**src/rtl/region_predictor.sv**
```systemverilog
module region_predictor #(
  parameter int ENTRIES = 1024,
  parameter int PC_W    = 32,
  parameter int HIST_W  = 12,
  parameter int SITE_W  = 8,
  localparam int IDX_W  = $clog2(ENTRIES)
) (
  input  logic              clk,
  input  logic              rst_n,
  input  logic              lk_valid,
  input  logic [PC_W-1:0]   lk_pc,
  input  logic [HIST_W-1:0] lk_hist,
  input  logic [SITE_W-1:0] lk_site,
  input  logic              lk_hint_valid,
  input  logic              lk_hint_stack,
  output logic              pred_valid,
  output logic              pred_stack,
  output logic [IDX_W-1:0]  pred_idx,
  input  logic              vf_valid,
  input  logic [IDX_W-1:0]  vf_idx,
  input  logic              vf_pred,
  input  logic              vf_actual,
  output logic              reissue
);

  logic [ENTRIES-1:0] tbl;
  logic [IDX_W-1:0]   pc_bits, hist_bits, site_bits;
  logic               wr_en, fwd, entry;

  assign pc_bits   = lk_pc[IDX_W+1:2];
  assign hist_bits = IDX_W'(lk_hist);
  assign site_bits = IDX_W'(lk_site);
  assign pred_idx  = pc_bits ^ hist_bits ^ site_bits;

  assign wr_en   = vf_valid && (vf_pred != vf_actual);
  assign reissue = wr_en;

  assign fwd   = wr_en && (vf_idx == pred_idx);
  assign entry = fwd ? vf_actual : tbl[pred_idx];

  assign pred_valid = lk_valid;
  assign pred_stack = lk_valid && (lk_hint_valid ? lk_hint_stack : entry);

  always_ff @(posedge clk or negedge rst_n) begin
    if (!rst_n)
      tbl <= '0;
    else if (wr_en)
      tbl[vf_idx] <= vf_actual;
  end

endmodule

```
**config.mk**
```make
export PLATFORM = sky130hd
export DESIGN_NAME = region_predictor
export DESIGN_NICKNAME = d
export VERILOG_FILES = /design/src/rtl/region_predictor.sv
export SDC_FILE = /design/constraint.sdc
export NUM_CORES = 2
export LEC_CHECK = 0
export ABC_AREA = 1
export CAP_MARGIN = 40
export CELL_PAD_IN_SITES_DETAIL_PLACEMENT = 0
export CELL_PAD_IN_SITES_GLOBAL_PLACEMENT = 2
export CORE_MARGIN = 3
export CORE_UTILIZATION = 41
export DETAILED_ROUTE_END_ITERATION = 10
export GPL_TIMING_DRIVEN = 1
export PLACE_DENSITY_LB_ADDON = 0.1
export SYNTH_ARGS = -nofsm -noshare
export SYNTH_HDL_FRONTEND = slang
export SYNTH_SLANG_ARGS = --single-unit
```
**constraint.sdc**
```tcl
create_clock -name clk -period 6.4 [get_ports clk]
set_input_delay 0.96 -clock clk [delete_from_list [all_inputs] [get_ports clk]]
set_output_delay 0.96 -clock clk [all_outputs]
set_load 0.02 [all_outputs]
```
* Word level (Yosys, flattened, before mapping)
Cells that the tools add are included.
** Cells by class
- Add/subtract/negate cells :: 0
- Multipliers :: 0
- Divide/modulo/power cells :: 0
- Multiplexer cells :: 7
- Bitwise operators :: 2
- Shift-type cells :: 0
- Order comparisons :: 3
- Eq/ne operators :: 2
- Reductions and logical operators :: 4
** Operators by type and width (number)
- 1024-bit bitwise mux :: 1
- 10-bit by 11-bit less-than comparator with 1-bit output (second input constant) :: 2
- 1-bit binary-select mux with 10-bit select :: 1
- 1-bit demux with 10-bit select :: 1
- 10-bit == test :: 1
- 10-bit by 1-bit >= comparator with 1-bit output (second input constant) :: 1
- 10-bit XOR :: 1
- 10-bit by 8-bit XOR with 10-bit output :: 1
- 1-bit logical AND :: 4
- 1-bit two-way mux :: 4
- 1-bit inequality test :: 1
** Word-level totals
- Input port bits :: 70
- Register bits after elaboration :: 1024
- Output and inout port bits :: 13
- Latch bits :: 0
- Bits in writable memories :: 0
- Memories :: 0
- Memory bits (read-only) :: 0

* Logic depth before layout (Yosys ltp)
- Depth after elaboration :: 7
- Mapped depth :: 20
- Mapped depth without buffers :: 18

* Least setup slack after synthesis
No wires, ideal clock.
- Path type :: input -> output
- From :: input lk_hist[3]
- To :: output pred_stack
- Arrival :: 2.845 ns
- Slack :: 2.595 ns
- Cell stages on the path :: 14
- Buffers on the path :: 2
- Required time :: 5.440 ns
- Cell sequence :: xnor2_1 -> xor2_1 -> inv_1 -> clkbuf_1 -> clkbuf_1 -> nand3_1 -> nand3_1 -> nand3_1 -> nand3_1 -> nand3_1 -> nand3_1 -> nand3_1 -> nand3_1 -> a21oi_1
** On the way
- Cells in the longest elaborated chain, start to end :: 7
- Elaborated cells between the ends (all ways) :: 9
** RTL lines
- from (decl) :: RTL line 12 : input logic [HIST_W-1:0] lk_hist,
- 10-bit XOR (*) :: RTL line 33 : assign pred_idx = pc_bits ^ hist_bits ^ site_bits;
- 10-bit by 8-bit XOR with 10-bit output (*) :: RTL line 33
- named net pred_idx[3] :: RTL line 18 : output logic [IDX_W-1:0] pred_idx,
- 1-bit binary-select mux with 10-bit select / 10-bit == test (equally long branches) :: RTL line 39, 38
- 1-bit two-way mux (not written as such) / 1-bit logical AND (equally long branches) :: RTL line 39, 38
- 1-bit two-way mux (*) :: RTL line 39 : assign entry = fwd ? vf_actual : tbl[pred_idx];
- 1-bit two-way mux (*) :: RTL line 42 : assign pred_stack = lk_valid && (lk_hint_valid ? lk_hint_stack : entry);
- 1-bit logical AND (*) :: RTL line 42
- to (decl) :: RTL line 17 : output logic pred_stack,
The timed path passes the listed nets; every way through them passes the cells marked *. The select of a mux whose other input is x is not followed.

* Final worst setup path
- From :: input lk_hist[2]
- To :: output pred_stack
** On the way
- Cells in the longest elaborated chain, start to end :: 7
- Elaborated cells between the ends (all ways) :: 9
** RTL lines (RTL line)
- 10-bit XOR (*) :: 33
- 10-bit by 8-bit XOR with 10-bit output (*) :: 33
- 1-bit binary-select mux with 10-bit select / 10-bit == test (equally long branches) :: 39, 38
- 1-bit two-way mux (not written as such) / 1-bit logical AND (equally long branches) :: 39, 38
- 1-bit two-way mux (*) :: 39
- 1-bit two-way mux (*) :: 42
- 1-bit logical AND (*) :: 42
Every way passes the cells marked *; elsewhere a longest branch is shown, timed or not. The select of a mux whose other input is x is not followed.

==> results.py <==
metrics = {
    "drt": {
        "first_pass_iters": 6,
        "drt_iter0_drc": 5530,
        "dr_total_vias": 48601,
        "drc_errors": 0,
        "wl_per_cell_um": 25.0,
        "routed_wl_mm": 208,
        "drt.antenna.violating_nets": 0,
        "vias_per_cell": 5.85,
    },
    "sta": {
        "worst_pin_slew_ns": 0.994,
        "setup_viol": 0,
        "rsz0062_at_grt": "no",
        "finalHoldViolations": 0,
        "setup_ws_ns": 0.222,
        "timing.final.crit_share": 0.965,
        "fin_setup_tns_ns": 0,
        "max_slew_margin": 0.337,
        "slew_viol_final": 0,
        "fin_skew_ns": 0,
        "min_period_ns": 6.18,
        "timing.fmax_ghz": 0.162,
    },
    "grt": {
        "grt_pass1_vias": 46164,
        "track_usage": 0.314,
        "grt.met1_usage": 0.458,
        "grt_max_degree": 209,
        "grtUsageMet3": 0.0469,
        "grtUsageMet2": 0.486,
        "grt_pass1_wl_mm": 312,
        "antenna_found_initial": 2,
        "grt_busiest_layer": "met2",
        "overflow": 0,
    },
    "die": {
        "die_w_um": 362,
        "initial_core_util": 0.416,
        "die_area_sq_mm": 0.131,
        "rows": 129,
        "ioPinCount": 83,
        "die_height_um": 362,
        "core_area_sq_mm": 0.125,
    },
    "layout": {
        "final_cells": 8305,
        "fillers": 12530,
        "largest-register": "tbl",
        "area_growth_pct": 13.6,
        "reg_top3": "tbl: 1024 flops",
        "final_nets": 6639,
        "final_cell_area_sq_mm": 0.0590,
        "drive_gt1_frac": 0.0708,
        "largest_reg_flops": 1024,
    },
    "pwr": {
        "powerDensity_mw_per_mm2": 267,
        "ir_drop_uv": 213,
        "p_leak_nw": 24.6,
    },
    "clocking": {
        "holdBufCountCts": 0,
        "htreeDepth": 3,
        "cts_made_buffers": 121,
        "cts_resized": 0,
        "cts_tree": "done",
        "clock_path_buffers": 3,
        "post-cts-setup-buffers": 0,
        "cts_root_buffer": "clkbuf_16",
        "cts_sinks": 1024,
        "clkTransAtPathRegs_ns": 0.06,
        "insertion_delay_ns": 0.73,
    },
    "synth": {
        "synth_edf_count": 0,
        "synth-seq-cells": 1024,
        "synth_flop_cell": "dfrtp_1",
        "ys_warn_count": 0,
        "netlist_area_sq_mm": 0.0519,
        "async_flop_share": 1.00,
        "syn_area_per_cell_sq_um": 7.68,
        "ys_types": 29,
        "seq_area_frac_synth": 0.493,
        "synthCells": 6759,
        "synth_fp_nets": 6829,
    },
    "placement": {
        "place_ws_ns": 0.370,
        "port_buffers": 58,
        "placed_cell_area_sq_mm": 0.0551,
        "dp_cells": 8083,
        "dp_hpwl_mm": 118,
        "place.gp.congestion": 0.842,
    },
    "status": {
        "status": "finished, final reports clean",
    },
    "worst_setup_path": {
        "worst_setup_path_end_kind": "primary output",
        "crit_path_max_fanout": 25,
        "path_class": "in2out",
        "cp_data_arrival_time_ns": 5.22,
        "start_kind": "input pin",
        "critical_path_required_ns": 5.44,
    },
    "min_path": {
        "worstHoldPathType": "in2async",
    },
    "run": {
        "maxCapViolations": 0,
    },
}
==> synth_stat cells (8+ instances only) <==
master | count | area [sq um]
buf_4 | 14 | 105
inv_2 | 8 | 30.0
clkinv_1 | 16 | 60.1
dfrtp_1 | 1024 | 25600
o21ai_0 | 384 | 1920
inv_1 | 123 | 462
nor2_1 | 649 | 2440
buf_2 | 182 | 911
nand3_1 | 1438 | 7200
nand2_1 | 1570 | 5890
clkbuf_1 | 366 | 1370
xor2_1 | 11 | 96.3
buf_1 | 24 | 90.1
o21a_1 | 206 | 1550
nor3_1 | 13 | 65.1
o211ai_1 | 44 | 330
a21oi_1 | 441 | 2210
a31oi_1 | 228 | 1430
==> path summary, 6_finish.rpt <==
path	start	endpoint	slack [ns]	cells after the start
worst max-delay path	lk_hist[2]	pred_stack	0.22	15
worst min-delay path	rst_n	tbl[819]$_DFFE_PN0P_	0.24	1
worst max register to register	tbl[175]$_DFFE_PN0P_	tbl[175]$_DFFE_PN0P_	5.66	2
worst min register to register	tbl[38]$_DFFE_PN0P_	tbl[38]$_DFFE_PN0P_	0.48	2
max in group asynchronous	rst_n	tbl[710]$_DFFE_PN0P_	4.71	2
min in group clk	tbl[38]$_DFFE_PN0P_	tbl[38]$_DFFE_PN0P_	0.48	2
==> routing by layer <==
metal / vias up / routed length (um)
li1: 22535 / -
met1: 23928 / 94500
met5: - / 0
met2: 1838 / 92300
met3: 300 / 14700
met4: 0 / 6240
==> power by group <==
part / internal [mW] / switching [mW]
Combinational: 0.573 / 1.68
Clock: 4.03 / 2.85
Sequential: 6.57 / 0.0469
==> final cells by class <==
| class | instances | area, sq um | share of cell area |
|---|---|---|---|
| timing repair buffer | 274 | 3170 | 0.0537 |
| sequential | 1024 | 25600 | 0.434 |
| multi-input combinational | 5000 | 23600 | 0.401 |
| clock inverter | 20 | 176 | 0.00299 |
| inverter | 148 | 589 | 0.00999 |
| tap | 1637 | 2050 | 0.0347 |
| clock buffer | 201 | 3750 | 0.0636 |
| antenna | 1 | 2.50 | 0.0000424 |
==> cell usage in the layout (no fill, tap or decap), drive strengths merged <==
cell type and count:
nand2 1572, nand3 1439, dfrtp 1024, nor2 650, a21oi 441, o21ai 384
a31oi 228, buf 218, o21a 206, clkbuf 201, inv 133, clkdlybuf4s50 56
o211ai 44, clkinv 33, nor3 13, xor2 12, xnor2 6, or2 2
nor4 2, bufinv 2, diode 1, nand3b 1
==> worst max-delay path: stages <==
cell and delay [ns]:
clkdlybuf4s50_1 0.41, xnor2_1 0.36, xor2_4 0.75, buf_12 0.31, nand3_1 0.11, nand3_1 0.11, nand3_1 0.20, nand3_1 0.17
nand3_1 0.15, nand3_1 0.18, nand3_1 0.21, nand3_1 0.15, nand3_1 0.27, a21oi_1 0.22, clkdlybuf4s50_1 0.63
==> cell families (layout without fill, tap and decap cells) <==
group           after synthesis  count (layout)  share of synthesized area
compound gates             1303            1303                      0.143
simple gates               3679            3679                      0.302
other cells                   0               1                          0
xor+xnor                     18              18                    0.00318
buf+inv                     735             643                     0.0587
flops                      1024            1024                      0.493
==> per-stage QoR <==
step           power [mW]  hold WS [ns]   util
2_1_floorplan        7.84         0.453      -
3_3_place_gp         8.95         0.466  0.437
3_5_place_dp         8.96         0.473  0.441
4_1_cts              15.9         0.261  0.473
5_1_grt              16.3         0.285  0.473
6_report             15.7         0.238  0.473
(Power assumes the default switching activity.)
